===== config.mk =====
export PLATFORM = sky130hd
export DESIGN_NAME = ictr_top
export DESIGN_NICKNAME = d
export VERILOG_FILES = /design/src/rtl/ictr_pkg.sv /design/src/rtl/ictr_ctrl.sv /design/src/rtl/ictr_core.sv /design/src/rtl/ictr_top.sv
export SDC_FILE = /design/constraint.sdc
export NUM_CORES = 1
export LEC_CHECK = 0
export ABC_AREA = 1
export BUFFER_PORTS_ARGS = -buffer_cell sky130_fd_sc_hd__clkbuf_2
export CORE_MARGIN = 1
export CORE_UTILIZATION = 50
export CTS_BUF_LIST = sky130_fd_sc_hd__clkbuf_4 sky130_fd_sc_hd__clkbuf_8
export CTS_CLUSTER_SIZE = 12
export DETAILED_ROUTE_END_ITERATION = 7
export PLACE_DENSITY = 0.73
export SLEW_MARGIN = 20
export SYNTH_ARGS = -nofsm -noshare
export SYNTH_HDL_FRONTEND = slang
export SYNTH_SLANG_ARGS = --single-unit

===== constraint.sdc =====
create_clock -name clk -period 15 [get_ports clk]
set_input_delay 3 -clock clk [delete_from_list [all_inputs] [get_ports clk]]
set_output_delay 3 -clock clk [all_outputs]
set_load 0.05 [all_outputs]

===== src/rtl/ictr_pkg.sv =====
package ictr_pkg;

    typedef enum logic [1:0] {
        ST_IDLE,
        ST_ARMED,
        ST_RUN,
        ST_PEND
    } ctl_state_t;

    typedef enum logic [2:0] {
        M_ONESHOT  = 3'd0,
        M_RETRIG   = 3'd1,
        M_RATE     = 3'd2,
        M_SQUARE   = 3'd3,
        M_SWSTROBE = 3'd4,
        M_HWSTROBE = 3'd5
    } cmode_t;

    function automatic cmode_t map_mode(input logic [2:0] code);
        cmode_t m;
        unique case (code)
            3'd0: m = M_ONESHOT;
            3'd1: m = M_RETRIG;
            3'd2, 3'd6: m = M_RATE;
            3'd3, 3'd7: m = M_SQUARE;
            3'd4: m = M_SWSTROBE;
            default: m = M_HWSTROBE;
        endcase
        return m;
    endfunction

endpackage


===== src/rtl/ictr_ctrl.sv =====
module ictr_ctrl
    import ictr_pkg::*;
(
    input  logic   clk,
    input  logic   rst_n,
    input  logic   cnt_en,
    input  logic   gate,
    input  logic   load,
    input  cmode_t mode_act,
    output logic   do_reload,
    output logic   do_step
);

    ctl_state_t state, state_nx;
    logic gate_q;
    logic level_gated;
    logic rise_ok;
    logic event_any;

    always_ff @(posedge clk or negedge rst_n) begin
        if (!rst_n) begin
            state  <= ST_IDLE;
            gate_q <= 1'b0;
        end else begin
            state  <= state_nx;
            gate_q <= gate;
        end
    end

    always_comb begin
        level_gated = (mode_act == M_ONESHOT) || (mode_act == M_SWSTROBE);
        rise_ok     = gate && !gate_q && !level_gated;
        event_any   = load || rise_ok;
    end

    always_comb begin
        state_nx = state;
        unique case (state)
            ST_IDLE:  if (load) state_nx = ST_ARMED;
            ST_ARMED: if (cnt_en && !load) state_nx = ST_RUN;
            ST_RUN:   if (event_any) state_nx = ST_PEND;
            ST_PEND:  if (cnt_en && !event_any) state_nx = ST_RUN;
            default:  state_nx = ST_IDLE;
        endcase
    end

    always_comb begin
        do_reload = 1'b0;
        do_step   = 1'b0;
        unique case (state)
            ST_IDLE:  ;
            ST_ARMED: do_reload = cnt_en;
            ST_RUN:   do_step   = cnt_en && (gate || !level_gated);
            ST_PEND:  do_reload = cnt_en;
            default:  ;
        endcase
    end


    gate_hold_chk: assert property (@(posedge clk) disable iff (!rst_n)
        (!gate && (mode_act == M_ONESHOT || mode_act == M_SWSTROBE)) |-> !do_step);


    one_action_chk: assert property (@(posedge clk) disable iff (!rst_n)
        $onehot0({do_reload, do_step}));


    no_enable_chk: assert property (@(posedge clk) disable iff (!rst_n)
        !cnt_en |-> !(do_reload || do_step));

endmodule


===== src/rtl/ictr_core.sv =====
module ictr_core
    import ictr_pkg::*;
#(
    parameter int W = 16
) (
    input  logic         clk,
    input  logic         rst_n,
    input  logic         load,
    input  logic [W-1:0] load_val,
    input  logic [2:0]   load_mode,
    input  logic         do_reload,
    input  logic         do_step,
    output cmode_t       mode_act,
    output logic [W-1:0] count_o,
    output logic         out_o
);

    localparam int NW = W + 1;
    localparam logic [NW-1:0] FULL = NW'(1) << W;

    logic [NW-1:0] n_pend, n_act;
    cmode_t        mode_pend;
    logic [NW-1:0] rem, cyc, t2, ph;
    logic [W-1:0]  cnt_q;
    logic          out_q;

    logic [NW-1:0] t_a, t_b, t_c, ph_inc, ph_n, half, rem_n, cyc_n;

    always_ff @(posedge clk or negedge rst_n) begin
        if (!rst_n) begin
            n_pend    <= FULL;
            mode_pend <= M_ONESHOT;
        end else if (load) begin
            n_pend    <= (load_val == '0) ? FULL : {1'b0, load_val};
            mode_pend <= map_mode(load_mode);
        end
    end

    always_comb begin
        t_a    = t2 + NW'(2);
        t_b    = (t_a >= n_act) ? t_a - n_act : t_a;
        t_c    = (t_b >= n_act) ? t_b - n_act : t_b;
        ph_inc = ph + NW'(1);
        ph_n   = (ph_inc == n_act) ? '0 : ph_inc;
        half   = (n_act + NW'(1)) >> 1;
        rem_n  = (rem == '0) ? '0 : rem - NW'(1);
        cyc_n  = (cyc == NW'(1)) ? n_act : cyc - NW'(1);
    end

    always_ff @(posedge clk or negedge rst_n) begin
        if (!rst_n) begin
            n_act    <= FULL;
            mode_act <= M_ONESHOT;
            rem      <= '0;
            cyc      <= '0;
            t2       <= '0;
            ph       <= '0;
            cnt_q    <= '0;
            out_q    <= 1'b0;
        end else if (do_reload) begin
            n_act    <= n_pend;
            mode_act <= mode_pend;
            rem      <= n_pend;
            cyc      <= n_pend;
            t2       <= '0;
            ph       <= '0;
            cnt_q    <= n_pend[W-1:0];
            out_q    <= (mode_pend == M_SQUARE);
        end else if (do_step) begin
            unique case (mode_act)
                M_ONESHOT, M_RETRIG: begin
                    rem   <= rem_n;
                    cnt_q <= cnt_q - W'(1);
                    out_q <= (rem <= NW'(1));
                end
                M_SWSTROBE, M_HWSTROBE: begin
                    rem   <= rem_n;
                    cnt_q <= cnt_q - W'(1);
                    out_q <= (rem == NW'(1));
                end
                M_RATE: begin
                    cyc   <= cyc_n;
                    cnt_q <= cyc_n[W-1:0];
                    out_q <= (cyc == NW'(1));
                end
                M_SQUARE: begin
                    t2    <= t_c;
                    ph    <= ph_n;
                    cnt_q <= W'(n_act - t_c);
                    out_q <= (ph_n < half);
                end
                default: ;
            endcase
        end
    end

    assign count_o = cnt_q;
    assign out_o   = out_q;


    idle_hold_chk: assert property (@(posedge clk) disable iff (!rst_n)
        (!do_reload && !do_step) |=> ($stable(cnt_q) && $stable(out_q)));


    oneshot_sticky_chk: assert property (@(posedge clk) disable iff (!rst_n)
        (mode_act == M_ONESHOT && out_q && !do_reload) |=> out_q);


    strobe_single_chk: assert property (@(posedge clk) disable iff (!rst_n)
        ((mode_act == M_SWSTROBE || mode_act == M_HWSTROBE) && out_q && do_step) |=> !out_q);


    rate_pulse_chk: assert property (@(posedge clk) disable iff (!rst_n)
        (mode_act == M_RATE && out_q && do_step && n_act != NW'(1)) |=> !out_q);

endmodule


===== src/rtl/ictr_top.sv =====
module ictr_top
    import ictr_pkg::*;
#(
    parameter int W = 16
) (
    input  logic         clk,
    input  logic         rst_n,
    input  logic         cnt_en,
    input  logic         gate,
    input  logic         load,
    input  logic [W-1:0] load_val,
    input  logic [2:0]   load_mode,
    output logic [W-1:0] count,
    output logic         out
);

    cmode_t mode_act;
    logic   do_reload;
    logic   do_step;

    ictr_ctrl u_ctrl (
        .clk       (clk),
        .rst_n     (rst_n),
        .cnt_en    (cnt_en),
        .gate      (gate),
        .load      (load),
        .mode_act  (mode_act),
        .do_reload (do_reload),
        .do_step   (do_step)
    );

    ictr_core #(.W(W)) u_core (
        .clk       (clk),
        .rst_n     (rst_n),
        .load      (load),
        .load_val  (load_val),
        .load_mode (load_mode),
        .do_reload (do_reload),
        .do_step   (do_step),
        .mode_act  (mode_act),
        .count_o   (count),
        .out_o     (out)
    );

endmodule


==> metrics.txt, run 1 <==
Post-DP HPWL=25.38 mm; count of cell types in the netlist=between 40 and 50; Clock Sinks=128; total I/O pin count=41; Worst-Margin Slew=around 1.1 ns; CTS Buf Count=17; leak pwr=0.005849 uW; DRC=0; FP Rows=53; post-DR wirelength/cell=17.55 um; FF/Latch Area=0.003206 sq mm; Max-cap violations=0; Via density=5.714; CTS root buffer=clkbuf_8; Initial Util=51.37%; Hold Path Stages=2; clk_lat worst skew=0.49 ns; chip height=149.7 um; Syn. warnings=0; crit path max fanout=26; share of cells above drive strength 1=under 10%; Levels on crit path=48; Min Hold Slack=just over 0.5 ns; vias in the first global route=between 9k and 10k; Post-Route WL=~34 mm; CP Launch Type=flip-flop; Final Wtd Congestion=0.9313; post-CTS sizing=0; TritonCTS clock tree=yes; commonest non-fill, non-tap cell in the layout=nand2_1; Power per Cell Area=132.1 mW/mm^2; Hold Path Class=reg2reg; synthesized instance count=around 1.6k; final instance area=0.01177 sq mm; Critical path buffers and inverters=5; Req. time, crit path=15.41 ns; CTS Hold Buffers Added=0; synth-to-layout area growth=8.000%; sw frac=approximately half; Fin. Hold Viols=0; final count of pins violating max slew=0; Total GRT Usage=31.08%; R2R Path Start=u_core.t2[1]; 1st-pass router iterations=5; Die Wd=roughly 150 um; delay-heaviest family, CP=simple AND/OR/NAND/NOR gates; Post-Synthesis Cell Area=between 0.01 and 0.015 sq mm; Buffers on Ports=40; Sequential Power Share=around 33%; Post-synth EDFFs=0; grt ovf=0; routed vias=around 11k; worst ir drop on vdd=0.1298 mV; H-tree Lvls=4; ANT nets after route=0; most used cell along the critical path=nand2_1; Psw=752.4 uW; Die ar.=between 0.02 and 0.025 sq mm; largest net degree at the start of global routing=89; Crit Path Category=reg2reg; slowest stage delay, CP=approximately 0.6 ns; Post-CTS Setup Bufs=0; Inserted Diodes=0; Clock power frac=22.2%; combinational share of power=roughly 45%; most frequent cells in the layout=nand2_1, inv_1, nor2_1, o21ai_0, dfrtp_1; initial drt markers=just under 1k; Filler cells=around 2.1k; Max clock buf depth=2; initial antenna violation count=0; status=complete, no violations; Fmax achieved=between 100 and 150 MHz; fraction of registers with async set/reset=100.0%; RSZ-0062 raised after global routing=no; Synth Register Bits=128; reg2reg path depth=48; Final period util=55.90%; CP max stage cell=o21ai_0; total negative slack=0 ns; Critical Path Sink Type=flip-flop; clk slew on worst S/H paths=roughly 0.10 ns; Max-slew headroom=27.75%; clk_skew=0.02175 ns; internal power=802.5 uW; Avg Synthesized Cell Area=6.809 sq um; first-pass GRT wire length=52.91 mm; endpoints failing setup=0; register area share after synthesis=a little under 30%; nets=1729; beginning of the critical path=u_core.t2[1]; min Tclk post-route=8.385 ns; Hold Crit Start=u_core.n_pend[13]; arrival time at the worst endpoint=~8.8 ns; Most used DFF post-synth=dfrtp_1; Core Area=0.02122 sq mm; Post-DP Area=0.01132 sq mm; syn nets=around 1.7k; area of the multi-input gates=0.006724 sq mm
per-stage QoR:
step	worst slack [ns]	total power [uW]	util (%)	cells
after floorplan	8.334	1008	-	1601
after global placement	6.874	1183	53.36	1882
after detailed placement	6.655	1196	53.36	1882
after CTS	6.640	1542	55.47	1914
after global routing	5.496	1655	55.48	1914
final	6.615	1555	55.48	1914
tightest hold or removal path, delay by kind of cell, from the launching register on:
kind	cells	cell delay (ns)
flops	1	0.37
simple gates	2	0.11
flip-flops by register name, indices dropped and copies added, names as in the netlist:
register,cells
u_core.mode_pend,3
u_core.n_pend,17
u_core.t2,17
u_core.mode_act,3
u_core.count_o,16
u_core.out_o,1
u_core.n_act,17
u_ctrl.gate_q,1
u_ctrl.state,2
u_core.cyc,17
u_core.rem,17
u_core.ph,17
Yosys cell counts (all sizes together) (15+ instances only):
library cell	n	area share, %
xnor2	23	1.8
nor3	29	1.5
inv	209	7.2
nand2	379	13
nand4	15	0.86
xor2	58	4.7
dfrtp	126	29
o21ai	172	7.9
nor2	181	6.7
nand3	87	4.0
ha	76	8.7
a21oi	96	4.5
a31oi	30	1.7
o22ai	21	1.2
clkbuf	33	1.3
power by group through the flow:
| stage | Clock, uW | Sequential (uW) | Combinational [uW] |
|---|---|---|---|
| after floorplan | 0 | 562 | 445 |
| after global placement | 0 | 512 | 670 |
| after detailed placement | 0 | 515 | 681 |
| after CTS | 345 | 509 | 688 |
| after global routing | 361 | 522 | 772 |
| final | 345 | 514 | 697 |
path summary, 6_finish.rpt:
path | end | slack (ns)
max | u_core.count_o[14] | 6.61
max in group asynchronous | u_core.t2[2] | 11.35
max reg2reg | u_core.count_o[14] | 6.61
min reg2reg | u_core.n_pend[13] | 0.51
min in group asynchronous | u_core.ph[10] | 2.58
min | u_core.n_pend[13] | 0.51
cell type report:
| class | count | share of cell area (%) |
|---|---|---|
| multi-input combinational | 1221 | 57.11 |
| clock buffer | 17 | 1.987 |
| tap | 275 | 2.922 |
| sequential | 128 | 27.23 |
| timing repair buffer | 47 | 2.200 |
| inverter | 211 | 6.727 |
| clock inverter | 15 | 1.828 |
cells by family (layout without fill, tap and decap cells):
family	Yosys count	in the layout	synth area share [%]
fa+ha+maj	79	79	9.274
xor+xnor	84	84	7.127
buf+inv	252	290	8.998
simple gates	708	708	27.52
compound gates	350	350	17.67
flops	128	128	29.40
routing by layer:
layer,global-route usage (%),share of wire (%),up-vias
li1,-,-,5323
met4,11.46,3.1,0
met3,4.878,7.7,67
met2,49.24,44,460
met5,0,0,-
met1,42.70,45,5087
No activity file was read; power rests on OpenSTA's default activity.
==> inputs of run 2 (changes only) <==
==> constraint.sdc (replaced) <==
create_clock -name clk -period 8.47 [get_ports clk]
set_input_delay 1.694 -clock clk [delete_from_list [all_inputs] [get_ports clk]]
set_output_delay 1.694 -clock clk [all_outputs]
set_load 0.05 [all_outputs]
==> metrics.txt, run 2 (same netlist as run 1, synthesis figures left out) <==
FP Rows=53 (unchanged); Final Wtd Congestion=0.9674 (+3.9%); CP max stage cell=o21ai_0; Via density=5.665 (-0.87%); Max clock buf depth=2 (unchanged); pre-CTS setup slack=0.8125 ns (-5.843 ns); commonest non-fill, non-tap cell in the layout=nand2_1; CTS root buffer=clkbuf_8; Total GRT Usage=31.21% (+0.13 points); CTS Hold Buffers Added=0 (unchanged); post-DR wirelength/cell=17.52 um (-0.20%); TritonCTS clock tree=yes; Crit Path Category=reg2reg; beginning of the critical path=u_core.t2[1]; chip height=149.7 um (unchanged); 1st-pass router iterations=5 (unchanged); Hold Path Class=reg2reg; Inserted Diodes=0 (unchanged); Clock Sinks=128 (unchanged); reg2reg path depth=48 (unchanged); most used cell along the critical path=nand2_1; Core Area=0.02122 sq mm (unchanged); Max-slew headroom=31.67% (+3.9 points); Worst-Margin Slew=1.021 ns (-0.05860 ns); status=complete, no violations; grt ovf=0 (unchanged); crit path max fanout=10 (-62%); clk_skew=0.01286 ns (-0.008895 ns); fin worst setup slack=0.8805 ns (-5.734 ns); CP Capture Point=u_core.count_o[14]; Power per Cell Area=229.4 mW/mm^2 (+74%); vias in the first global route=9921 (+0.28%); nets=1736 (+0.40%); H-tree Lvls=4 (unchanged); Filler cells=2115 (+2.0%); clk_lat worst skew=0.47 ns (-0.02 ns); Die ar.=0.02240 sq mm (unchanged); RSZ-0062 raised after global routing=no; Fmax achieved=131.8 MHz (+10%); flop-to-flop setup slack=0.88 ns (-5.73 ns); Req. time, crit path=8.86 ns (-6.55 ns); total I/O pin count=41 (unchanged); total negative slack=0 ns (unchanged); routed vias=10.88k (-0.50%); R2R Path Start=u_core.t2[1]; CP Launch Type=flip-flop; Post-Route WL=33.65 mm (+0.17%); arrival time at the worst endpoint=7.98 ns (-0.81 ns); Initial Util=51.37% (unchanged); slowest stage delay, CP=0.48 ns (-0.12 ns); Final period util=89.61% (+34 points); r2r endpoint=u_core.count_o[14]; worst ir drop on vdd=0.2093 mV (+61%); min Tclk post-route=7.590 ns (-0.7958 ns); leak pwr=0.005866 uW (+0.30%); most frequent cells in the layout=nand2_1, inv_1, nor2_1, o21ai_0, dfrtp_1; initial antenna violation count=0 (unchanged); endpoints failing setup=0 (unchanged); largest net degree at the start of global routing=71 (-20%); clk slew on worst S/H paths=0.10 ns (about the same); DRC=0 (unchanged); Buffers on Ports=40 (unchanged); Post-DP HPWL=25.39 mm (about the same); share of cells above drive strength 1=7.776% (+0.52 points); initial drt markers=920 (-6.2%); Die Wd=149.7 um (unchanged); CTS Buf Count=17 (unchanged); Critical Path Sink Type=flip-flop; synth-to-layout area growth=8.287%; final count of pins violating max slew=0 (unchanged); first-pass GRT wire length=53.30 mm (+0.74%); ANT nets after route=0 (unchanged); Fin. Hold Viols=0 (unchanged); Max-cap violations=0 (unchanged)
==> run 2: cell types whose count changed in the layout (fill, tap and decap cells not counted), sizes merged <==
cell / previous run / this run
clkinvlp: 1 / 2
inv: 218 / 217
clkinv: 5 / 8
buf: 8 / 14
bufinv: 2 / 0
==> run 2: timing repair <==
| item | CTS | global route |
|---|---|---|
| gates resized for setup | 0 | 4 |
| setup endpoints to repair | 0 | 6 |
| buffers inserted | 0 | 1 |
==> run 2: final cells by class <==
| class | count | area (sq um) | area share (%) |
|---|---|---|---|
| tap | 275 | 344.1 | 2.915 |
| timing repair inverter | 1 | 5.005 | 0.04240 |
| inverter | 211 | 795.8 | 6.741 |
| clock inverter | 15 | 188.9 | 1.600 |
| timing repair buffer | 53 | 304.0 | 2.576 |
| multi-input combinational | 1221 | 6728 | 56.99 |
| clock buffer | 17 | 234.0 | 1.982 |
| sequential | 128 | 3206 | 27.15 |
==> run 2: report_power, final <==
group          internal, uW  switching, uW  leakage [uW]  total (uW)
Sequential              735            164       0.00160         899
Clock                   230            337      0.000212         567
Combinational           406            835       0.00405        1240
Total                  1370           1340       0.00587        2710
==> run 2: worst min path at each step <==
stage,from,end,depth (start not counted)
after floorplan,u_core.n_pend[13],u_core.n_pend[13],2
after global placement,u_core.n_pend[13],u_core.n_pend[13],2
after detailed placement,u_core.n_pend[13],u_core.n_pend[13],2
after CTS,u_core.n_pend[13],u_core.n_pend[13],2
after global routing,u_core.out_o,u_core.out_o,2
final,u_core.n_pend[13],u_core.n_pend[13],2
==> run 2: worst max-delay path, delay by kind of cell, from the launching register on <==
kind / cells / cell delay (ns)
adder cells (fa/ha/maj): 3 / 1.06
buffers and inverters: 4 / 0.54
AND/OR/NAND/NOR: 29 / 3.04
AO/OA/AOI/OAI: 11 / 2.22
XOR/XNOR: 1 / 0.21
flip-flops: 1 / 0.42
==> run 2: stage by stage <==
step	power (uW)	utilization, %	cell area [sq um]	cells	hold WS (ns)
after floorplan	1785	-	10900	1601	0.4422
after global placement	2107	53.53	11360	1887	0.4560
after detailed placement	2119	53.54	11360	1887	0.4633
after CTS	2691	55.54	11790	1919	0.4876
after global routing	2893	55.63	11810	1921	0.5207
final	2708	55.63	11810	1921	0.4848
==> run 2: metal layers <==
layer | wire length (um) | part of all wire (%) | global-route usage [%]
met5 | 0 | 0 | 0
met4 | 1020 | 3.0 | 10.91
met3 | 2454 | 7.3 | 4.604
met2 | 14800 | 44 | 48.43
met1 | 15380 | 46 | 44.16
